File: config.mk
export PLATFORM = sky130hd
export DESIGN_NAME = kwdog_top
export DESIGN_NICKNAME = d
export VERILOG_FILES = /design/src/rtl/kwdog_pkg.sv /design/src/rtl/kwdog_prescale.sv /design/src/rtl/kwdog_ctrl.sv /design/src/rtl/kwdog_datapath.sv /design/src/rtl/kwdog_top.sv
export SDC_FILE = /design/constraint.sdc
export NUM_CORES = 1
export LEC_CHECK = 0
export BUFFER_PORTS_ARGS = -buffer_cell sky130_fd_sc_hd__buf_2
export CAP_MARGIN = 5
export CORE_AREA = 2 2 132 134
export DETAILED_ROUTE_END_ITERATION = 16
export DIE_AREA = 0 0 134 136
export SETUP_SLACK_MARGIN = 0.4
export SLEW_MARGIN = 10
export SYNTH_ARGS = -nofsm -noshare
export SYNTH_HDL_FRONTEND = slang
export SYNTH_SLANG_ARGS = --single-unit
File: constraint.sdc
create_clock -name clk -period 5.3 [get_ports clk]
set_clock_uncertainty 0.1 [all_clocks]
set_input_delay 0 -clock clk [delete_from_list [all_inputs] [get_ports clk]]
set_output_delay 0 -clock clk [all_outputs]
set_load 0.01 [all_outputs]
File: src/rtl/kwdog_pkg.sv
`timescale 1ns/1ps
package kwdog_pkg;
  localparam int ADDR_W = 4;
  localparam int DATA_W = 8;
  localparam int WARN_BYTES = 3;
  localparam int WARN_W = WARN_BYTES * DATA_W;
  localparam int WD_W = 2 * DATA_W;

  typedef enum logic [ADDR_W-1:0] {
    A_CFG    = 4'h0,
    A_WPSR   = 4'h1,
    A_WLD0   = 4'h2,
    A_WLD1   = 4'h3,
    A_WLD2   = 4'h4,
    A_WCTL   = 4'h5,
    A_BPSR   = 4'h6,
    A_BSTART = 4'h7,
    A_DCTL   = 4'h8,
    A_DHI    = 4'h9,
    A_DLO    = 4'hA,
    A_KEY    = 4'hB,
    A_STAT   = 4'hC,
    A_DLIVEL = 4'hD,
    A_DLIVEH = 4'hE,
    A_WLIVE  = 4'hF
  } regAddr_e;

  typedef struct packed {
    logic warnCtlWr;
    logic warnEnBit;
    logic warnReload;
    logic warnPsrWr;
    logic basePsrWr;
    logic baseStart;
    logic wdStart;
    logic wdKick;
  } strobe_t;
endpackage

File: src/rtl/kwdog_prescale.sv
`timescale 1ns/1ps
module kwdog_prescale #(
  parameter int DIV_SLOW = 4096,
  parameter int DIV_MID  = 1024,
  parameter int DIV_FAST = 32
) (
  input  logic       clk,
  input  logic       rstN,
  input  logic [1:0] sel,
  input  logic       restart,
  output logic       tick
);
  localparam int CW = $clog2(DIV_SLOW + 1);

  logic [CW-1:0] phase;
  logic [CW-1:0] limit;

  always_comb begin
    case (sel)
      2'd0:    limit = CW'(DIV_SLOW - 1);
      2'd1:    limit = CW'(DIV_MID - 1);
      2'd2:    limit = CW'(DIV_FAST - 1);
      default: limit = '0;
    endcase
  end

  assign tick = (phase == limit);

  always_ff @(posedge clk) begin
    if (!rstN)                phase <= '0;
    else if (restart || tick) phase <= '0;
    else                      phase <= phase + 1'b1;
  end
endmodule

File: src/rtl/kwdog_ctrl.sv
`timescale 1ns/1ps
module kwdog_ctrl
  import kwdog_pkg::*;
#(
  parameter logic [DATA_W-1:0] KEY = 8'h5C
) (
  input  logic                clk,
  input  logic                rstN,
  input  logic                wrEn,
  input  logic [ADDR_W-1:0]   addr,
  input  logic [DATA_W-1:0]   wrData,
  output strobe_t             strb,
  output logic [DATA_W-1:0]   cfgReg,
  output logic [1:0]          warnSel,
  output logic [1:0]          baseSel,
  output logic [WARN_W-1:0]   warnLoad,
  output logic [DATA_W-1:0]   wdCtl,
  output logic [DATA_W-1:0]   wdHi,
  output logic [DATA_W-1:0]   wdLo,
  output logic [WD_W-1:0]     wdStartVal,
  output logic                locked,
  output logic                keyEn,
  output logic                srcBase
);
  logic [DATA_W-1:0] loadByte [WARN_BYTES];

  assign locked  = &cfgReg[3:0];
  assign keyEn   = cfgReg[4];
  assign srcBase = cfgReg[5];
  assign wdStartVal = {wdHi, wrData};

  function automatic logic hit(input regAddr_e a);
    return wrEn && (addr == a);
  endfunction

  always_comb begin
    strb.warnCtlWr  = hit(A_WCTL);
    strb.warnEnBit  = wrData[0];
    strb.warnReload = wrData[1];
    strb.warnPsrWr  = hit(A_WPSR);
    strb.basePsrWr  = hit(A_BPSR) && !locked;
    strb.baseStart  = hit(A_BSTART) && !locked;
    strb.wdStart    = hit(A_DLO) && !locked;
    strb.wdKick     = hit(A_KEY) && keyEn && (wrData == KEY);
  end

  always_ff @(posedge clk) begin
    if (!rstN) begin
      cfgReg  <= '0;
      warnSel <= '0;
      baseSel <= '0;
      wdCtl   <= '0;
      wdHi    <= '0;
      wdLo    <= '0;
    end else begin
      if (hit(A_CFG))  cfgReg  <= wrData;
      if (hit(A_WPSR)) warnSel <= wrData[1:0];
      if (strb.basePsrWr) baseSel <= wrData[1:0];
      if (hit(A_DCTL) && !locked) wdCtl <= wrData;
      if (hit(A_DHI)  && !locked) wdHi  <= wrData;
      if (strb.wdStart) wdLo <= wrData;
    end
  end

  for (genvar b = 0; b < WARN_BYTES; b++) begin : g_load
    always_ff @(posedge clk) begin
      if (!rstN) loadByte[b] <= '0;
      else if (wrEn && addr == ADDR_W'(int'(A_WLD0) + b)) loadByte[b] <= wrData;
    end
    assign warnLoad[b*DATA_W +: DATA_W] = loadByte[b];
  end
endmodule

File: src/rtl/kwdog_datapath.sv
`timescale 1ns/1ps
module kwdog_datapath
  import kwdog_pkg::*;
#(
  parameter int DIV_SLOW = 4096,
  parameter int DIV_MID  = 1024,
  parameter int DIV_FAST = 32
) (
  input  logic              clk,
  input  logic              rstN,
  input  strobe_t           strb,
  input  logic [1:0]        warnSel,
  input  logic [1:0]        baseSel,
  input  logic [WARN_W-1:0] warnLoad,
  input  logic [WD_W-1:0]   wdStartVal,
  input  logic [WD_W-1:0]   wdProg,
  input  logic              srcBase,
  input  logic              pause,
  output logic              warnIrq,
  output logic              warnEn,
  output logic [WARN_W-1:0] warnCnt,
  output logic              baseRun,
  output logic [WD_W-1:0]   wdCnt,
  output logic              wdStarted,
  output logic              wdExpired,
  output logic              wdReset
);
  logic [1:0] psSel     [2];
  logic       psRestart [2];
  logic       psTick    [2];

  assign psSel[0]     = warnSel;
  assign psSel[1]     = baseSel;
  assign psRestart[0] = strb.warnPsrWr;
  assign psRestart[1] = strb.basePsrWr;

  for (genvar i = 0; i < 2; i++) begin : g_ps
    kwdog_prescale #(
      .DIV_SLOW(DIV_SLOW), .DIV_MID(DIV_MID), .DIV_FAST(DIV_FAST)
    ) uPs (
      .clk(clk), .rstN(rstN), .sel(psSel[i]),
      .restart(psRestart[i]), .tick(psTick[i])
    );
  end

  logic warnTick, baseTick, wdTick;
  assign warnTick = psTick[0];
  assign baseTick = psTick[1];
  assign wdTick   = srcBase ? baseTick : warnTick;

  always_ff @(posedge clk) begin
    if (!rstN) begin
      warnEn  <= 1'b0;
      warnCnt <= '0;
      warnIrq <= 1'b0;
    end else if (strb.warnCtlWr) begin
      warnEn <= strb.warnEnBit;
      if (strb.warnReload) begin
        warnCnt <= warnLoad;
        warnIrq <= 1'b0;
      end
    end else if (warnEn && warnTick) begin
      if (warnCnt <= WARN_W'(1)) begin
        warnCnt <= '0;
        warnIrq <= 1'b1;
        warnEn  <= 1'b0;
      end else begin
        warnCnt <= warnCnt - 1'b1;
      end
    end
  end

  always_ff @(posedge clk) begin
    if (!rstN)               baseRun <= 1'b0;
    else if (strb.baseStart) baseRun <= 1'b1;
  end

  always_ff @(posedge clk) begin
    if (!rstN) begin
      wdCnt     <= '0;
      wdStarted <= 1'b0;
      wdExpired <= 1'b0;
      wdReset   <= 1'b0;
    end else begin
      wdReset <= 1'b0;
      if (!wdExpired) begin
        if (strb.wdStart) begin
          wdCnt     <= wdStartVal;
          wdStarted <= 1'b1;
        end else if (strb.wdKick && wdStarted) begin
          wdCnt <= wdProg;
        end else if (wdStarted && baseRun && !pause && wdTick) begin
          if (wdCnt <= WD_W'(1)) begin
            wdCnt     <= '0;
            wdExpired <= 1'b1;
            wdReset   <= 1'b1;
          end else begin
            wdCnt <= wdCnt - 1'b1;
          end
        end
      end
    end
  end
endmodule

File: src/rtl/kwdog_top.sv
`timescale 1ns/1ps
module kwdog_top
  import kwdog_pkg::*;
#(
  parameter int DIV_SLOW = 4096,
  parameter int DIV_MID  = 1024,
  parameter int DIV_FAST = 32,
  parameter logic [7:0] KEY = 8'h5C
) (
  input  logic       clk,
  input  logic       rstN,
  input  logic       wrEn,
  input  logic [3:0] addr,
  input  logic [7:0] wrData,
  output logic [7:0] rdData,
  output logic       warnIrq,
  output logic       wdReset
);
  strobe_t           strb;
  logic [DATA_W-1:0] cfgReg, wdCtl, wdHi, wdLo;
  logic [1:0]        warnSel, baseSel;
  logic [WARN_W-1:0] warnLoad, warnCnt;
  logic [WD_W-1:0]   wdStartVal, wdCnt;
  logic              locked, keyEn, srcBase;
  logic              warnEn, baseRun, wdStarted, wdExpired;

  kwdog_ctrl #(.KEY(KEY)) uCtrl (
    .clk(clk), .rstN(rstN), .wrEn(wrEn), .addr(addr), .wrData(wrData),
    .strb(strb), .cfgReg(cfgReg), .warnSel(warnSel), .baseSel(baseSel),
    .warnLoad(warnLoad), .wdCtl(wdCtl), .wdHi(wdHi), .wdLo(wdLo),
    .wdStartVal(wdStartVal), .locked(locked), .keyEn(keyEn), .srcBase(srcBase)
  );

  kwdog_datapath #(
    .DIV_SLOW(DIV_SLOW), .DIV_MID(DIV_MID), .DIV_FAST(DIV_FAST)
  ) uDp (
    .clk(clk), .rstN(rstN), .strb(strb), .warnSel(warnSel), .baseSel(baseSel),
    .warnLoad(warnLoad), .wdStartVal(wdStartVal), .wdProg({wdHi, wdLo}),
    .srcBase(srcBase), .pause(wdCtl[0]), .warnIrq(warnIrq), .warnEn(warnEn),
    .warnCnt(warnCnt), .baseRun(baseRun), .wdCnt(wdCnt), .wdStarted(wdStarted),
    .wdExpired(wdExpired), .wdReset(wdReset)
  );

  always_comb begin
    case (regAddr_e'(addr))
      A_CFG:    rdData = cfgReg;
      A_WPSR:   rdData = {6'b0, warnSel};
      A_WLD0:   rdData = warnLoad[7:0];
      A_WLD1:   rdData = warnLoad[15:8];
      A_WLD2:   rdData = warnLoad[23:16];
      A_WCTL:   rdData = {7'b0, warnEn};
      A_BPSR:   rdData = {6'b0, baseSel};
      A_BSTART: rdData = {7'b0, baseRun};
      A_DCTL:   rdData = wdCtl;
      A_DHI:    rdData = wdHi;
      A_DLO:    rdData = wdLo;
      A_STAT:   rdData = {4'b0, locked, wdStarted, wdExpired, warnIrq};
      A_DLIVEL: rdData = wdCnt[7:0];
      A_DLIVEH: rdData = wdCnt[15:8];
      A_WLIVE:  rdData = warnCnt[7:0];
      default:  rdData = '0;
    endcase
  end
endmodule

# --- After elaboration in Yosys (flattened, before gate mapping) ---
# Memory sizes are Yosys's and may differ from the RTL's.
# Index checks and enable logic that the tools add are counted.
word_totals:
  regBits: 108
  ramBits: 24
  inputBits: 15
  output_inout_bits: 10
  word_cells: 131
  n_memories: 1
memory_table:
  columns: ["memory", "words", "width", "read_ports", "rd_ports_with_merged_regs", "write_ports", "line", "text"]
  rows:
  - ["uCtrl.loadByte", 3, 8, 3, 0, 3, "kwdog_ctrl.sv:25", "logic [DATA_W-1:0] loadByte [WARN_BYTES];"]
op_classes:
  addsub: 4
  magnitude_cmp: 2
  n_eq_ne: 23
  mux: 37
  bitwise: 5
  reduce_logical: 43
ops:
  columns: ["operator", "n"]
  rows:
  - ["one-hot mux 8 bit (15 select lines)", 1]
  - ["2-to-1 mux 24 bit", 4]
  - ["one-hot mux 12 bit (3 select lines)", 2]
  - ["2-to-1 mux 16 bit", 4]
  - ["equality test 4 bit, second input constant", 8]
  - ["adder 13 x 1 -> 13 bit, second input constant", 2]
  - ["equality test 13 x 12 -> 1 bit", 2]
  - ["<= comparator 24 x 1 -> 1 bit, second input constant", 1]
  - ["logical AND 1 bit", 24]
  - ["2-to-1 mux 8 bit", 3]
  - ["subtractor 24 x 1 -> 24 bit, second input constant", 1]
  - ["2-to-1 mux 1 bit", 23]
  - ["equality test 4 x 3 -> 1 bit, second input constant", 4]
  - ["<= comparator 16 x 1 -> 1 bit, second input constant", 1]
  - ["subtractor 16 x 1 -> 16 bit, second input constant", 1]
  - ["equality test 4 x 2 -> 1 bit, second input constant", 2]
  - ["equality test 8 x 7 -> 1 bit, second input constant", 1]
  - ["AND reduction 2 bit", 4]
  - ["OR reduction 2 bit", 3]
  - ["equality test 2 x 1 -> 1 bit, second input constant", 2]
  - ["equality test 2 bit, second input constant", 2]
  - ["equality test 4 x 1 -> 1 bit, second input constant", 1]
  - ["zero test 2 bit", 2]
  - ["zero test 4 bit", 1]
  - ["9 further kinds", 15]

# --- Depth between registers and ports, before layout ---
depth:
  ltp_word: 9
  depth_mapped: 10
  ltp_nobuf: 8

# --- By module ---
# Synthesis repeated with hierarchy kept, for this count alone.
hier_totals:
  cells_unflattened: 943
  area_unflattened_um2: 7898.8
modules_own_cells:
  columns: ["module", "n_inst", "cells_each", "area_each_um2", "seq_area_each_um2"]
  rows:
  - ["kwdog_datapath", 1, 424, 3005.4, 920.9]
  - ["kwdog_ctrl", 1, 237, 2590.0, 1441.4]
  - ["kwdog_prescale", 2, 76, 683.2, 260.2]
  - ["kwdog_top", 1, 130, 937.1, 0.0]

# --- Worst setup path before layout ---
# OpenSTA, ideal clock, no wires.
synth_path:
  path_kind: "register to register"
  from: "register uDp.g_ps[0].uPs.phase[0]"
  to: "register uDp.wdCnt[5]"
  setup_time_ns: 0.135
  arrival_time_ns: 2.263
  required_ns: 5.065
  setup_slack_ns: 2.802
  path_stages_with_launch: 8
  n_path_buf: 1
  synth_period_minus_slack_ns: 2.498
  cell_sequence: "dfxtp_1 -> or3_1 -> or4_4 -> a2111oi_4 -> a211oi_2 -> buf_2 -> o311ai_0 -> o41ai_1"
synth_via:
  elab_chain_cells: 5
synth_rtl:
  columns: ["element", "line", "text"]
  rows:
  - ["start, declared", "kwdog_prescale.sv:15", "logic [CW-1:0] phase;"]
  - ["start signal, assigned", "kwdog_prescale.sv:32", "else phase <= phase + 1'b1;"]
  - ["equality test 13 x 12 -> 1 bit", "kwdog_prescale.sv:27", "assign tick = (phase == limit);"]
  - ["2-to-1 mux 1 bit", "kwdog_datapath.sv:49", "assign wdTick = srcBase ? baseTick : warnTick;"]
  - ["logical AND 1 bit", "kwdog_datapath.sv:92", "end else if (wdStarted && baseRun && !pause && wdTick) begin"]
  - ["nonzero test 3 bit (no source line)", null, null]
  - ["AND reduction 2 bit (no source line)", null, null]
  - ["end signal, assigned", "kwdog_datapath.sv:88", "wdCnt <= wdStartVal;"]
  - ["end signal, assigned", "kwdog_datapath.sv:91", "wdCnt <= wdProg;"]
  - ["end signal, assigned", "kwdog_datapath.sv:98", "wdCnt <= wdCnt - 1'b1;"]
  - ["end, declared", "kwdog_datapath.sv:23", "output logic [WD_W-1:0] wdCnt,"]
# No other way between the ends.
# A chain may end at the register's enable or synchronous reset.

# --- Final worst setup path ---
layout_path:
  from: "register uDp.wdCnt[2]"
  to: "register uDp.wdCnt[12]"
layout_via:
  elab_chain_cells: 5
  word_cells_on_any_way: 6
  cone_classes: "add/sub: 1; order compare: 1; mux: 4"
layout_rtl:
  columns: ["element", "line", "text"]
  rows:
  - ["subtractor 16 x 1 -> 16 bit / <= comparator 16 x 1 -> 1 bit (equally long branches)", "kwdog_datapath.sv:98, kwdog_datapath.sv:93", null]
  - ["2-to-1 mux 16 bit *", "kwdog_datapath.sv:93", "if (wdCnt <= WD_W'(1)) begin"]
  - ["2-to-1 mux 16 bit *", "kwdog_datapath.sv:92", null]
  - ["2-to-1 mux 16 bit *", "kwdog_datapath.sv:90", "end else if (strb.wdKick && wdStarted) begin"]
  - ["2-to-1 mux 16 bit *", "kwdog_datapath.sv:87", "if (strb.wdStart) begin"]
# Mark *: on every way between the ends. The rest lies on a longest branch, timed or not. The select of a mux whose other input is x is not followed.

==> impl_metrics.csv <==
group,metric,value,unit
clocking,clk-insertion-delay-late,0.43,ns
hold_path,hp-class,"in2reg",
clocking,cts_num_sinks,132,
synthesis,ys.flop_type,"dfxtp_1",
place,io_buffers,24,
worst_setup_path,cp.arrival,3.45,ns
sta,relSlewSlack,20.60,%
routing,drtPass1Iterations,5,
floorplanning,core_area,16880,sq um
grt,grt_pass1_vias,6376,
cells_and_area,synthToLayoutAreaGrowth,12.45,%
cells_and_area,nNetsFinal,928,
floorplanning,io_pins,25,
clocking,clkTransAtPathRegs,0.06,ns
sta,setup_viol,0,
sta,whs,0.04290,ns
synthesis,synth-edff-count,24,
grt,grt_start_max_net_pins,52,
grt,grt_usage,25.72,%
synthesis,syn_area,7397,sq um
synthesis,synth_warnings,0,
grt,overflow,0,
routing,dr_total_vias,6956,
power_and_ir_drop,p_leak,3.156,nW
hold_path,min_from,"wrEn",
floorplanning,num_rows,48,
place,place.gp.congestion,0.9374,
sta,fin_crit,3.281,ns
floorplanning,die_h,136,microns
sta,fin_ws,2.019,ns
grt,antenna_found_initial,0,
power_and_ir_drop,vdd_drop_max,0.0002226,V
place,placed_cells_incl_taps,1105,
routing,wire_per_inst,20.34,microns
sta,finalHoldViolCount,0,
grt,grt_first_pass_wirelength,36090,microns
floorplanning,dieWidth,134,microns
worst_setup_path,crit_required,5.46,ns
sta,fin_tns_setup,0,ns
routing,routed_via_density,6.075,
worst_setup_path,cp-startpoint,"uDp.wdCnt[2]",
sta,worst_pin_slew,1.186,ns
clocking,cts_max_level,4,
cells_and_area,diodes,0,
worst_setup_path,r2r_slack,2.02,ns
cells_and_area,drive_gt1_share,9.239,%
synthesis,ys_seq_area_share,38.97,%
synthesis,ys_types,72,
synthesis,syn_nets,928,
synthesis,synthCells,907,
synthesis,async_flop_share,0,%
sta,post-route-period-util,61.91,%
routing,detail-route-antenna-nets,0,
worst_setup_path,critPathLaunchType,"flop",
clocking,post_cts_buffers,0,
routing,drt-initial-drc-count,822,
routing,drc,0,
place,dp_hpwl,16070,microns
sta,fmax,304.8,MHz
clocking,cts_tree,"done",
synthesis,postSynthAreaPerCell,8.156,sq um
flow_run,drv_cap,0,
routing,drt_wl_total,23290,microns
clocking,numCtsBuffers,17,
floorplanning,design.die.area,18220,sq um
sta,rsz0062_at_grt,"false",
floorplanning,initial_core_util,43.83,%
sta,drv_slew,0,
worst_setup_path,r2r-start,"uDp.wdCnt[2]",
worst_setup_path,worst-setup-path-type,"reg2reg",
power_and_ir_drop,total_power,0.002528,W
synthesis,ys_seq_elements,132,
worst_setup_path,critPathMaxFanout,15,
clocking,cts_hold_buf,8,
power_and_ir_drop,p_per_area,303.9,nW/um^2
clocking,clockRootBuffer,"clkbuf_16",
clocking,clockBufferDepth,2,
worst_setup_path,cp-end-kind,"flop",
cells_and_area,final_cell_count_no_fill,1145,
place,place_ws,2.123,ns
run_status,status,"completed",
clocking,post_cts_resized,0,
state kept, by name, indices dropped and copies added, names as in the netlist, 2 cells and up:
register            flops
uDp.g_ps.uPs.phase     26
uCtrl.loadByte         24
uDp.warnCnt            24
uDp.wdCnt              16
uCtrl.cfgReg            8
uCtrl.wdCtl             8
uCtrl.wdHi              8
uCtrl.wdLo              8
uCtrl.baseSel           2
uCtrl.warnSel           2
final timing paths:
| path | cells after the start | to |
|---|---|---|
| setup reg to reg | 6 | uDp.wdCnt[12] |
| hold / removal | 4 | uCtrl.warnSel[1] |
| setup / recovery | 6 | uDp.wdCnt[12] |
| hold reg to reg | 2 | uCtrl.wdLo[2] |
stage by stage:
step | util [%] | area (sq um)
2_1_floorplan | - | 7397
4_1_cts | 49.29 | 8318
5_1_grt | 49.29 | 8318
3_5_place_dp | 45.22 | 7631
6_report | 49.29 | 8318
3_3_place_gp | 45.22 | 7631
kinds of logic (layout without fill, tap and decap cells):
group	Yosys count	count (layout)	share of synthesized area, %
AOI/OAI and AO/OA	204	204	19.27
xor gates and xnor gates	28	28	3.315
adders and majority gates	6	6	1.015
buffers and inverters	79	92	4.178
DFF	132	132	38.97
muxes	35	35	5.007
and+or+nand+nor	423	423	28.25
power breakdown:
part,switching (W),internal [W]
logic,0.000165,0.0000795
registers,0.0000284,0.00104
clock network,0.000465,0.000746
critical path, cell delays in order (launching register included):
cell and delay, ns:
dfxtp_1 0.35, nor4_1 0.87, nand2_1 0.20, o211ai_1 0.99, nor2_1 0.12, a2111oi_0 0.40, a211oi_1 0.09
layout by cell type, fill, tap and decap left out, types with 6 or more instances in the layout:
master | netlist | layout
dfxtp_1 | 108 | 108
nand4_1 | 11 | 11
nor2_1 | 113 | 112
and2_1 | 28 | 28
inv_1 | 20 | 19
clkbuf_16 | 0 | 18
xor2_1 | 16 | 16
nor4_1 | 20 | 20
nand3_1 | 45 | 45
a221oi_1 | 10 | 10
buf_2 | 4 | 24
xnor2_1 | 12 | 12
a22oi_1 | 10 | 10
mux2_2 | 6 | 6
or4_1 | 8 | 8
o32ai_1 | 7 | 7
a211oi_1 | 11 | 11
a31oi_1 | 12 | 12
buf_4 | 0 | 8
o31ai_1 | 9 | 9
and3_1 | 11 | 11
or3_1 | 14 | 14
nand2_1 | 103 | 103
o311ai_0 | 6 | 6
a21oi_1 | 59 | 58
mux2i_1 | 28 | 28
nor3_1 | 32 | 32
edfxtp_1 | 24 | 24
ha_1 | 6 | 6
o21ai_0 | 30 | 29
dlygate4sd3_1 | 0 | 8
synthesized netlist by cell type (6+ instances only):
| cell | instances | area, sq um |
|---|---|---|
| ha_1 | 6 | 75.07 |
| mux2i_1 | 28 | 280.3 |
| a221oi_1 | 10 | 87.58 |
| or3_1 | 14 | 87.58 |
| dfxtp_1 | 108 | 2162 |
| nand2_1 | 103 | 386.6 |
| mux2_2 | 6 | 67.56 |
| buf_1 | 6 | 22.52 |
| nand4_1 | 11 | 68.82 |
| and2_1 | 28 | 175.2 |
| o31ai_1 | 9 | 67.56 |
| nand3_1 | 45 | 225.2 |
| nor2_1 | 113 | 424.2 |
| nor4_1 | 20 | 125.1 |
| a21oi_1 | 59 | 295.3 |
| xor2_1 | 16 | 140.1 |
| a22oi_1 | 10 | 75.07 |
| o32ai_1 | 7 | 61.31 |
| a31oi_1 | 12 | 75.07 |
| o21ai_0 | 30 | 150.1 |
| edfxtp_1 | 24 | 720.7 |
| o311ai_0 | 6 | 52.55 |
| xnor2_1 | 12 | 105.1 |
| and3_1 | 11 | 68.82 |
| or4_1 | 8 | 60.06 |
| clkbuf_1 | 48 | 180.2 |
| nor3_1 | 32 | 160.2 |
| a211oi_1 | 11 | 82.58 |
| inv_1 | 20 | 75.07 |
metal layers:
metal / up-vias / GRT usage [%] / wire length [microns]
li1: 3343 / - / -
met1: 3300 / 36.92 / 10890
met2: 274 / 38.15 / 10250
met3: 39 / 4.661 / 1601
met4: 0 / 10.22 / 559
met5: - / 0 / 0
layout make-up:
type / count / area (sq um)
well taps: 225 / 281.5
clock buffers: 21 / 481.7
fillers: 1645 / 8558
repair buffers: 40 / 260.3
clock inverters: 11 / 125.1
multi-input cells: 696 / 4212
flip-flops and latches: 132 / 2883
inverters: 20 / 75.07
Note: power is estimated with default switching activity, not from simulation.
